$ cat config.mk
export PLATFORM = sky130hd
export DESIGN_NAME = scl_coef_regs
export DESIGN_NICKNAME = d
export VERILOG_FILES = /design/src/rtl/scl_coef_pkg.sv /design/src/rtl/scl_coef_csr.sv /design/src/rtl/scl_coef_shadow.sv /design/src/rtl/scl_coef_mem.sv /design/src/rtl/scl_coef_regs.sv
export SDC_FILE = /design/constraint.sdc
export NUM_CORES = 2
export LEC_CHECK = 0
export BUFFER_PORTS_ARGS = -buffer_cell sky130_fd_sc_hd__buf_2
export CAP_MARGIN = 20
export CORE_ASPECT_RATIO = 0.5
export CORE_UTILIZATION = 55
export CTS_CLUSTER_SIZE = 10
export DETAILED_ROUTE_END_ITERATION = 12
export PLACE_DENSITY = 0.73
export SETUP_SLACK_MARGIN = 0.1
export SLEW_MARGIN = 15
export SYNTH_ARGS = -nofsm -noshare
export SYNTH_HDL_FRONTEND = slang
export SYNTH_HIERARCHICAL = 1
export SYNTH_SLANG_ARGS = --single-unit
$ cat constraint.sdc
create_clock -name clk -period 12.9 [get_ports clk]
set_input_delay 0.645 -clock clk [delete_from_list [all_inputs] [get_ports clk]]
set_output_delay 0.645 -clock clk [all_outputs]
set_load 0.05 [all_outputs]
$ cat src/rtl/scl_coef_pkg.sv
package scl_coef_pkg;

  // word addresses decoded by the register file
  localparam int unsigned RA_CTRL = 0;
  localparam int unsigned RA_STAT = 1;
  localparam int unsigned RA_OWID = 3;
  localparam int unsigned RA_OHGT = 4;
  localparam int unsigned RA_ETHR = 5;
  localparam int unsigned RA_HWB  = 8;
  localparam int unsigned RA_HRB  = 9;
  localparam int unsigned RA_VWB  = 10;
  localparam int unsigned RA_VRB  = 11;
  localparam int unsigned RA_HPH  = 12;
  localparam int unsigned RA_VPH  = 13;
  localparam int unsigned RA_TAP0 = 14;

  typedef enum logic {DIR_H = 1'b0, DIR_V = 1'b1} dir_e;

  // byte-lane merge of a write into the current register value
  function automatic logic [31:0] be_merge(input logic [31:0] cur,
                                           input logic [31:0] wd,
                                           input logic [3:0]  be);
    logic [31:0] res;
    for (int b = 0; b < 4; b++) begin
      res[b*8 +: 8] = be[b] ? wd[b*8 +: 8] : cur[b*8 +: 8];
    end
    return res;
  endfunction

endpackage

$ cat src/rtl/scl_coef_csr.sv
module scl_coef_csr
  import scl_coef_pkg::*;
#(
  parameter int ADDR_W  = 5,
  parameter int DIM_W   = 16,
  parameter int TH_W    = 16,
  parameter int BK_W    = 1,
  parameter int PH_W    = 3,
  parameter int NTAPS   = 4,
  parameter int COEF_W  = 16,
  parameter int RUN_CTRL = 1
) (
  input  logic                    clk,
  input  logic                    rst_n,
  input  logic                    wr_en,
  input  logic                    rd_en,
  input  logic [ADDR_W-1:0]       addr,
  input  logic [31:0]             wdata,
  input  logic [3:0]              be,
  input  logic                    status_i,
  output logic [31:0]             rdata,
  output logic                    go_o,
  output logic                    edge_en_o,
  output logic [DIM_W-1:0]        width_o,
  output logic [DIM_W-1:0]        height_o,
  output logic [TH_W-1:0]         thresh_o,
  output logic [BK_W-1:0]         h_rd_bank_o,
  output logic [BK_W-1:0]         v_rd_bank_o,
  output logic [NTAPS*COEF_W-1:0] taps_o,
  output logic                    cm_vld_o,
  output logic                    cm_dir_o,
  output logic                    cm_edge_o,
  output logic [PH_W-1:0]         cm_phase_o,
  output logic [BK_W-1:0]         cm_bank_o
);

  localparam logic [15:0] PH_MASK = 16'h8000 | 16'((1 << PH_W) - 1);
  localparam logic [1:0]  CTRL_RST = (RUN_CTRL != 0) ? 2'b00 : 2'b01;

  logic [1:0]        ctrl_q, ctrl_d;
  logic [DIM_W-1:0]  wid_q, wid_d, hgt_q, hgt_d;
  logic [TH_W-1:0]   thr_q, thr_d;
  logic [BK_W-1:0]   hwb_q, hwb_d, hrb_q, hrb_d, vwb_q, vwb_d, vrb_q, vrb_d;
  logic [15:0]       hph_q, hph_d, vph_q, vph_d;
  logic [COEF_W-1:0] tap_q [NTAPS];
  logic [COEF_W-1:0] tap_d [NTAPS];
  logic [31:0]       rd_val, merged, rdata_q, rdata_d;

  function automatic logic hit(input logic [ADDR_W-1:0] a, input int unsigned ra);
    return a == ADDR_W'(ra);
  endfunction

  // current value of the addressed register
  always_comb begin
    rd_val = '0;
    if (hit(addr, RA_CTRL)) rd_val = 32'(ctrl_q);
    if (hit(addr, RA_STAT)) rd_val = 32'(status_i);
    if (hit(addr, RA_OWID)) rd_val = 32'(wid_q);
    if (hit(addr, RA_OHGT)) rd_val = 32'(hgt_q);
    if (hit(addr, RA_ETHR)) rd_val = 32'(thr_q);
    if (hit(addr, RA_HWB))  rd_val = 32'(hwb_q);
    if (hit(addr, RA_HRB))  rd_val = 32'(hrb_q);
    if (hit(addr, RA_VWB))  rd_val = 32'(vwb_q);
    if (hit(addr, RA_VRB))  rd_val = 32'(vrb_q);
    if (hit(addr, RA_HPH))  rd_val = 32'(hph_q);
    if (hit(addr, RA_VPH))  rd_val = 32'(vph_q);
    for (int i = 0; i < NTAPS; i++) begin
      if (hit(addr, RA_TAP0 + i)) rd_val = 32'(tap_q[i]);
    end
  end

  assign merged = be_merge(rd_val, wdata, be);

  // next-state
  always_comb begin
    ctrl_d = ctrl_q;
    wid_d  = wid_q;
    hgt_d  = hgt_q;
    thr_d  = thr_q;
    hwb_d  = hwb_q;
    hrb_d  = hrb_q;
    vwb_d  = vwb_q;
    vrb_d  = vrb_q;
    hph_d  = hph_q;
    vph_d  = vph_q;
    for (int i = 0; i < NTAPS; i++) tap_d[i] = tap_q[i];
    if (wr_en) begin
      if (hit(addr, RA_CTRL)) ctrl_d = {merged[1], (RUN_CTRL != 0) ? merged[0] : 1'b1};
      if (hit(addr, RA_OWID)) wid_d = merged[DIM_W-1:0];
      if (hit(addr, RA_OHGT)) hgt_d = merged[DIM_W-1:0];
      if (hit(addr, RA_ETHR)) thr_d = merged[TH_W-1:0];
      if (hit(addr, RA_HWB))  hwb_d = merged[BK_W-1:0];
      if (hit(addr, RA_HRB))  hrb_d = merged[BK_W-1:0];
      if (hit(addr, RA_VWB))  vwb_d = merged[BK_W-1:0];
      if (hit(addr, RA_VRB))  vrb_d = merged[BK_W-1:0];
      if (hit(addr, RA_HPH))  hph_d = merged[15:0] & PH_MASK;
      if (hit(addr, RA_VPH))  vph_d = merged[15:0] & PH_MASK;
      for (int i = 0; i < NTAPS; i++) begin
        if (hit(addr, RA_TAP0 + i)) tap_d[i] = merged[COEF_W-1:0];
      end
    end
    rdata_d = rd_en ? rd_val : rdata_q;
  end

  // registers
  always_ff @(posedge clk or negedge rst_n) begin
    if (!rst_n) begin
      ctrl_q  <= CTRL_RST;
      wid_q   <= '0;
      hgt_q   <= '0;
      thr_q   <= '0;
      hwb_q   <= '0;
      hrb_q   <= '0;
      vwb_q   <= '0;
      vrb_q   <= '0;
      hph_q   <= '0;
      vph_q   <= '0;
      rdata_q <= '0;
      for (int i = 0; i < NTAPS; i++) tap_q[i] <= '0;
    end else begin
      ctrl_q  <= ctrl_d;
      wid_q   <= wid_d;
      hgt_q   <= hgt_d;
      thr_q   <= thr_d;
      hwb_q   <= hwb_d;
      hrb_q   <= hrb_d;
      vwb_q   <= vwb_d;
      vrb_q   <= vrb_d;
      hph_q   <= hph_d;
      vph_q   <= vph_d;
      rdata_q <= rdata_d;
      for (int i = 0; i < NTAPS; i++) tap_q[i] <= tap_d[i];
    end
  end

  for (genvar g = 0; g < NTAPS; g++) begin : g_tap_out
    assign taps_o[g*COEF_W +: COEF_W] = tap_q[g];
  end

  // commit request: phase register write carries phase and edge flag
  assign cm_vld_o   = wr_en && (hit(addr, RA_HPH) || hit(addr, RA_VPH));
  assign cm_dir_o   = hit(addr, RA_VPH) ? DIR_V : DIR_H;
  assign cm_edge_o  = merged[15];
  assign cm_phase_o = merged[PH_W-1:0];
  assign cm_bank_o  = cm_dir_o ? vwb_q : hwb_q;

  assign rdata       = rdata_q;
  assign go_o        = ctrl_q[0];
  assign edge_en_o   = ctrl_q[1];
  assign width_o     = wid_q;
  assign height_o    = hgt_q;
  assign thresh_o    = thr_q;
  assign h_rd_bank_o = hrb_q;
  assign v_rd_bank_o = vrb_q;

endmodule

$ cat src/rtl/scl_coef_shadow.sv
module scl_coef_shadow #(
  parameter int DIM_W  = 16,
  parameter int TH_W   = 16,
  parameter int THO_W  = 18,
  parameter int BK_W   = 1,
  parameter int PLANES = 3
) (
  input  logic             clk,
  input  logic             rst_n,
  input  logic             frame_start,
  input  logic             go_i,
  input  logic             edge_en_i,
  input  logic [DIM_W-1:0] width_i,
  input  logic [DIM_W-1:0] height_i,
  input  logic [TH_W-1:0]  thresh_i,
  input  logic [BK_W-1:0]  h_rd_bank_i,
  input  logic [BK_W-1:0]  v_rd_bank_i,
  output logic             run_o,
  output logic             edge_en_o,
  output logic [DIM_W-1:0] width_o,
  output logic [DIM_W-1:0] height_o,
  output logic [THO_W-1:0] thresh_o,
  output logic [BK_W-1:0]  h_rd_bank_o,
  output logic [BK_W-1:0]  v_rd_bank_o
);

  logic             run_q, run_d, een_q, een_d;
  logic [DIM_W-1:0] wid_q, wid_d, hgt_q, hgt_d;
  logic [THO_W-1:0] thr_q, thr_d;
  logic [BK_W-1:0]  hrb_q, hrb_d, vrb_q, vrb_d;

  always_comb begin
    run_d = run_q;
    een_d = een_q;
    wid_d = wid_q;
    hgt_d = hgt_q;
    thr_d = thr_q;
    hrb_d = hrb_q;
    vrb_d = vrb_q;
    if (frame_start) begin
      run_d = go_i;
      een_d = edge_en_i;
      wid_d = width_i;
      hgt_d = height_i;
      thr_d = THO_W'(thresh_i) * THO_W'(PLANES);
      hrb_d = h_rd_bank_i;
      vrb_d = v_rd_bank_i;
    end
  end

  always_ff @(posedge clk or negedge rst_n) begin
    if (!rst_n) begin
      run_q <= 1'b0;
      een_q <= 1'b0;
      wid_q <= '0;
      hgt_q <= '0;
      thr_q <= '0;
      hrb_q <= '0;
      vrb_q <= '0;
    end else begin
      run_q <= run_d;
      een_q <= een_d;
      wid_q <= wid_d;
      hgt_q <= hgt_d;
      thr_q <= thr_d;
      hrb_q <= hrb_d;
      vrb_q <= vrb_d;
    end
  end

  assign run_o       = run_q;
  assign edge_en_o   = een_q;
  assign width_o     = wid_q;
  assign height_o    = hgt_q;
  assign thresh_o    = thr_q;
  assign h_rd_bank_o = hrb_q;
  assign v_rd_bank_o = vrb_q;

endmodule

$ cat src/rtl/scl_coef_mem.sv
module scl_coef_mem #(
  parameter int BANKS  = 2,
  parameter int PHASES = 8,
  parameter int NTAPS  = 4,
  parameter int COEF_W = 16
) (
  input  logic                      clk,
  input  logic                      rst_n,
  input  logic                      cm_vld,
  input  logic                      cm_dir,
  input  logic                      cm_edge,
  input  logic [$clog2(PHASES)-1:0] cm_phase,
  input  logic [$clog2(BANKS)-1:0]  cm_bank,
  input  logic [NTAPS*COEF_W-1:0]   taps,
  input  logic                      run,
  input  logic [$clog2(BANKS)-1:0]  h_rd_bank,
  input  logic [$clog2(BANKS)-1:0]  v_rd_bank,
  input  logic                      cr_en,
  input  logic                      cr_dir,
  input  logic                      cr_edge,
  input  logic [$clog2(PHASES)-1:0] cr_phase,
  input  logic [$clog2(NTAPS)-1:0]  cr_tap,
  output logic                      we_o,
  output logic [COEF_W-1:0]         cr_data
);

  localparam int BK_W = $clog2(BANKS);
  localparam int PH_W = $clog2(PHASES);
  localparam int RW_W = 2 + BK_W + PH_W;
  localparam int ROWS = 1 << RW_W;

  logic [BK_W-1:0]         act_bank, rd_bank;
  logic [RW_W-1:0]         wr_row, rd_row;
  logic [NTAPS*COEF_W-1:0] row_rd;
  logic [COEF_W-1:0]       cr_q, cr_d;

  // guard of the bank the datapath is reading
  assign act_bank = cm_dir ? v_rd_bank : h_rd_bank;
  assign we_o     = cm_vld && !(run && (cm_bank == act_bank));
  assign wr_row   = {cm_dir, cm_bank, cm_edge, cm_phase};

  assign rd_bank  = cr_dir ? v_rd_bank : h_rd_bank;
  assign rd_row   = {cr_dir, rd_bank, cr_edge, cr_phase};

  for (genvar t = 0; t < NTAPS; t++) begin : g_col
    logic [COEF_W-1:0] col [ROWS];
    always_ff @(posedge clk) begin
      if (we_o) col[wr_row] <= taps[t*COEF_W +: COEF_W];
    end
    assign row_rd[t*COEF_W +: COEF_W] = col[rd_row];
  end

  always_comb begin
    cr_d = cr_q;
    if (cr_en) begin
      cr_d = '0;
      for (int t = 0; t < NTAPS; t++) begin
        if (cr_tap == $clog2(NTAPS)'(t)) cr_d = row_rd[t*COEF_W +: COEF_W];
      end
    end
  end

  always_ff @(posedge clk or negedge rst_n) begin
    if (!rst_n) cr_q <= '0;
    else        cr_q <= cr_d;
  end

  assign cr_data = cr_q;

endmodule

$ cat src/rtl/scl_coef_regs.sv
module scl_coef_regs #(
  parameter int ADDR_W   = 5,
  parameter int TAPS_H   = 4,
  parameter int TAPS_V   = 4,
  parameter int PHASES   = 8,
  parameter int BANKS    = 2,
  parameter int COEF_W   = 16,
  parameter int DIM_W    = 16,
  parameter int TH_W     = 16,
  parameter int PLANES   = 3,
  parameter int RUN_CTRL = 1,
  localparam int NTAPS   = (TAPS_H > TAPS_V) ? TAPS_H : TAPS_V,
  localparam int BK_W    = $clog2(BANKS),
  localparam int PH_W    = $clog2(PHASES),
  localparam int TP_W    = $clog2(NTAPS),
  localparam int THO_W   = TH_W + $clog2(PLANES + 1)
) (
  input  logic              clk,
  input  logic              rst_n,
  input  logic              bus_wr,
  input  logic              bus_rd,
  input  logic [ADDR_W-1:0] bus_addr,
  input  logic [31:0]       bus_wdata,
  input  logic [3:0]        bus_be,
  output logic [31:0]       bus_rdata,
  input  logic              frame_start,
  output logic              run_active,
  output logic              edge_adapt,
  output logic [DIM_W-1:0]  out_width,
  output logic [DIM_W-1:0]  out_height,
  output logic [THO_W-1:0]  edge_thresh,
  output logic [BK_W-1:0]   h_rd_bank,
  output logic [BK_W-1:0]   v_rd_bank,
  input  logic              cr_en,
  input  logic              cr_dir,
  input  logic              cr_edge,
  input  logic [PH_W-1:0]   cr_phase,
  input  logic [TP_W-1:0]   cr_tap,
  output logic [COEF_W-1:0] cr_data
);

  // asynchronous assertion, synchronous release
  logic rst_meta, rst_sn;
  always_ff @(posedge clk or negedge rst_n) begin
    if (!rst_n) begin
      rst_meta <= 1'b0;
      rst_sn   <= 1'b0;
    end else begin
      rst_meta <= 1'b1;
      rst_sn   <= rst_meta;
    end
  end

  logic                    ctrl_go, ctrl_een;
  logic [DIM_W-1:0]        reg_wid, reg_hgt;
  logic [TH_W-1:0]         reg_thr;
  logic [BK_W-1:0]         reg_hrb, reg_vrb;
  logic [NTAPS*COEF_W-1:0] staged;
  logic                    cm_vld, cm_dir, cm_edge, mem_we;
  logic [PH_W-1:0]         cm_phase;
  logic [BK_W-1:0]         cm_bank;

  scl_coef_csr #(
    .ADDR_W(ADDR_W), .DIM_W(DIM_W), .TH_W(TH_W), .BK_W(BK_W), .PH_W(PH_W),
    .NTAPS(NTAPS), .COEF_W(COEF_W), .RUN_CTRL(RUN_CTRL)
  ) u_csr (
    .clk(clk), .rst_n(rst_sn), .wr_en(bus_wr), .rd_en(bus_rd), .addr(bus_addr),
    .wdata(bus_wdata), .be(bus_be), .status_i(run_active), .rdata(bus_rdata),
    .go_o(ctrl_go), .edge_en_o(ctrl_een), .width_o(reg_wid), .height_o(reg_hgt),
    .thresh_o(reg_thr), .h_rd_bank_o(reg_hrb), .v_rd_bank_o(reg_vrb),
    .taps_o(staged), .cm_vld_o(cm_vld), .cm_dir_o(cm_dir), .cm_edge_o(cm_edge),
    .cm_phase_o(cm_phase), .cm_bank_o(cm_bank)
  );

  scl_coef_shadow #(
    .DIM_W(DIM_W), .TH_W(TH_W), .THO_W(THO_W), .BK_W(BK_W), .PLANES(PLANES)
  ) u_shadow (
    .clk(clk), .rst_n(rst_sn), .frame_start(frame_start), .go_i(ctrl_go),
    .edge_en_i(ctrl_een), .width_i(reg_wid), .height_i(reg_hgt), .thresh_i(reg_thr),
    .h_rd_bank_i(reg_hrb), .v_rd_bank_i(reg_vrb), .run_o(run_active),
    .edge_en_o(edge_adapt), .width_o(out_width), .height_o(out_height),
    .thresh_o(edge_thresh), .h_rd_bank_o(h_rd_bank), .v_rd_bank_o(v_rd_bank)
  );

  scl_coef_mem #(
    .BANKS(BANKS), .PHASES(PHASES), .NTAPS(NTAPS), .COEF_W(COEF_W)
  ) u_mem (
    .clk(clk), .rst_n(rst_sn), .cm_vld(cm_vld), .cm_dir(cm_dir), .cm_edge(cm_edge),
    .cm_phase(cm_phase), .cm_bank(cm_bank), .taps(staged), .run(run_active),
    .h_rd_bank(h_rd_bank), .v_rd_bank(v_rd_bank), .cr_en(cr_en), .cr_dir(cr_dir),
    .cr_edge(cr_edge), .cr_phase(cr_phase), .cr_tap(cr_tap), .we_o(mem_we),
    .cr_data(cr_data)
  );

endmodule

==> results.py <==
metrics = {
    "synth": {
        "netlist-cell-type-count": 111,
        "ys_top_cells_by_area": "edfxtp_1, mux4_2, dfrtp_1",
        "synth.ff_latch_count": 4310,
        "synth_ff_type": "edfxtp_1",
        "synth_cells": 7933,
        "async_flop_share": 0.0497,
        "yosys.area.top_type": "edfxtp_1",
        "synth_top_area_share": 0.730,
        "ys_top_cells_by_count": "edfxtp_1, mux4_2, mux2i_1",
        "synth_most_common_cell": "edfxtp_1",
        "syn_avg_cell_area_um2": 21.2,
        "synth-edff-count": 4096,
        "seq_area_frac_synth": 0.762,
        "synth_area_um2": 169000,
        "yosysWarnings": 6,
    },
    "critical_path": {
        "crit_path_frequent_cell": "buf_4",
        "critical_path.top_delay_family": "simple AND/OR/NAND/NOR gates",
        "crit_type": "input pin to register",
        "crit_path_max_fanout": 33,
        "crit_cells": 11,
        "worst-endpoint-required_ns": 13.46,
        "cpPeakStageDelay_ns": 0.99,
        "cp-end-kind": "register",
        "critPathSlowestCell": "nor2_4",
        "crit_chain": "buf_2 -> or3b_1 -> nor2_1 -> mux2_2 -> xor2_1 -> a21boi_0 -> nor2b_1 -> nand3_1 -> nor2_4 -> buf_4 -> buf_4",
        "crit_path_start_kind": "input pin",
        "crit_buf_inv": 3,
        "reg2regPathDepth": 10,
        "crit_arrival_ns": 7.18,
    },
    "timing": {
        "timing.final.crit_period_ns": 6.62,
        "drv_slew": 0,
        "whs_ns": 0.0822,
        "worst_slack_ns": 6.28,
        "rsz0062_at_grt": "no",
        "fin_setup_tns_ns": 0,
        "timing.final.crit_share": 0.513,
        "finClkSkew_ns": 0.0602,
        "worst_slew_pin_slew_ns": 1.15,
        "fmax_mhz": 151,
        "final-setup-viol-count": 0,
        "hold_violations": 0,
        "maxSlewHeadroom": 0.211,
    },
    "cells_and_area": {
        "nNetsFinal": 8428,
        "drive_gt1_frac": 0.256,
        "area_growth_pct": 11.1,
        "postLayoutCellArea_um2": 187000,
    },
    "clocking": {
        "cts_max_path_buffers": 4,
        "numCtsBuffers": 473,
        "cts_setup_buffers": 0,
        "cts_tree": "built",
        "cts-root-buf": "clkbuf_16",
        "cts.clk_slew.worst_paths_ns": 0.05,
        "htree_levels": 5,
        "cts.sinks": 4310,
        "cts_hold_buf": 3,
        "ctsResizeCount": 0,
        "insertion_delay_ns": 0.93,
    },
    "detailed_routing": {
        "drtIter0Drc": 15100,
        "postRouteAntennaNets": 0,
        "dr.pass1.iters": 6,
        "drc": 0,
        "vias": 88700,
        "wl_per_cell_um": 36.6,
        "vias_per_cell": 7.04,
        "drt-total-wl_um": 462000,
    },
    "pwr": {
        "power_frac_comb": 0.093,
        "intPower_mw": 23.4,
        "cellPowerDensity_nw_per_um2": 164,
        "clock_power_share": 0.384,
        "switching_power_mw": 7.29,
        "swShare": 0.238,
        "p_leak_nw": 60.4,
        "p_seq_frac": 0.523,
        "total_power_mw": 30.7,
        "irDropWorstVdd_uv": 128,
    },
    "global_routing": {
        "grt_pass1_vias": 86500,
        "grt_overflow_total": 0,
        "grt_max_degree": 128,
        "antenna_found_initial": 24,
        "grt_first_pass_wirelength_um": 648000,
        "grt_use_total": 0.297,
    },
    "die": {
        "fp.dieH_um": 393,
        "ioPinCount": 156,
        "die_w_um": 785,
        "rows": 143,
        "dieArea_um2": 309000,
        "initial_core_util": 0.554,
        "core_area_um2": 304000,
    },
    "placed_design": {
        "dp_slack_ns": 5.61,
        "globalplace.congestion": 0.894,
        "port_buffers": 121,
        "dpl_cell_area_um2": 174000,
        "hpwl_um": 256000,
    },
    "flow_run": {
        "drv_cap": 0,
    },
    "min_path": {
        "hp-class": "input pin to asynchronous set/reset pin",
    },
    "run_status": {
        "outcome": "complete, no violations",
    },
}
-- worst reg2reg max path: stages, from the launching register on --
cell	delay (ns)
dfrtp_2	0.35
buf_4	0.50
or3b_2	0.26
a211oi_1	0.06
o31ai_1	0.35
o211ai_1	0.46
nand2_1	0.38
nand3_1	0.75
nor2_4	0.99
buf_4	0.73
buf_4	0.59
-- flip-flops by register name, summed over array words and instances (netlist names) --
register and flops:
u_csr/rdata 16, u_csr/v_rd_bank_o 1, u_shadow/thresh_o 18, u_shadow/run_o 1
u_shadow/height_o 16, u_csr/hwb_q 1, rst_meta 1, u_shadow/edge_en_o 1
u_shadow/width_o 16, u_csr/ctrl_q 2, u_csr/hph_q 4, u_mem/cr_data 16
u_csr/h_rd_bank_o 1, u_csr/vwb_q 1, u_csr/vph_q 4, u_shadow/v_rd_bank_o 1
u_csr/taps_o 64, u_csr/thresh_o 16, u_csr/height_o 16, u_shadow/h_rd_bank_o 1
rst_sn 1, u_mem/g_col.col 4096, u_csr/width_o 16
-- cell type report --
class                           count  area (µm²)
Antenna cell                        9        22.5
Tap cell                         4060        5080
Clock inverter                     16         299
Timing Repair Buffer              408        2960
Multi-Input combinational cell   3123       37700
Clock buffer                      630       12600
Inverter                           40         159
Fill cell                       20200      117000
Sequential cell                  4310      128000
-- cell usage in the layout (no fill, tap or decap), types with 19 or more instances in the layout --
cell       count
edfxtp_1    4096
mux4_2       970
clkbuf_16    479
mux2i_1      351
buf_4        273
nor2_1       229
nand2_1      166
dfrtp_1      165
clkbuf_1     151
o21ai_0      142
o22ai_1      123
buf_2        117
mux2_2       109
a21oi_1       95
o221ai_1      79
a22oi_1       70
nand3_1       69
nor2_4        64
a211oi_1      60
a31oi_1       48
dfrtp_2       48
o32ai_1       44
inv_1         37
o21ai_1       36
nor3_1        32
a221oi_1      22
o211ai_1      20
a22o_1        20
o31ai_1       19
-- logic make-up after synthesis --
kind of cell / Yosys count / synth area share
buf+inv: 515 / 0.0183
fa+ha+maj: 18 / 0.00138
other cells: 2 / 0.0000446
mux: 1435 / 0.158
simple gates: 723 / 0.0203
xor+xnor: 8 / 0.000416
flops: 4310 / 0.762
compound gates: 922 / 0.0397
-- path summary, 6_finish.rpt --
kind                                  from                   endpoint  slack, ns
hold / removal                       rst_n                   rst_meta       0.08
min in group clk              bus_wdata[2]           u_csr/taps_o[50]       0.12
hold reg to reg                     rst_sn       u_shadow/height_o[3]       0.27
max in group asynchronous           rst_sn           u_csr/taps_o[28]      10.41
setup reg to reg           u_csr/taps_o[2]  u_mem/g_col[0].col[54][7]       7.10
setup / recovery               bus_addr[0]  u_mem/g_col[0].col[54][7]       6.28
-- per-stage QoR --
| stage | util | std cells |
|---|---|---|
| 2_1_floorplan | - | 7948 |
| 3_3_place_gp | 0.573 | 11900 |
| 3_5_place_dp | 0.573 | 11900 |
| 4_1_cts | 0.615 | 12600 |
| 5_1_grt | 0.615 | 12600 |
| 6_report | 0.615 | 12600 |
-- power by group through the flow --
stage	clock network, mW	registers, mW	logic (mW)
6_report	11.8	16.1	2.86
4_1_cts	11.9	16.1	2.82
2_1_floorplan	0	16.8	1.25
3_5_place_dp	0	16.3	2.80
5_1_grt	12.4	16.1	2.99
3_3_place_gp	0	16.3	2.74
-- per-layer routing --
layer,track usage,vias to the layer above,share of wire
li1,-,34100,-
met1,0.436,46200,0.37
met2,0.437,7189,0.45
met3,0.0749,1137,0.14
met4,0.108,28,0.043
met5,0,-,0.00043
No activity file was read; power rests on OpenSTA's default activity.
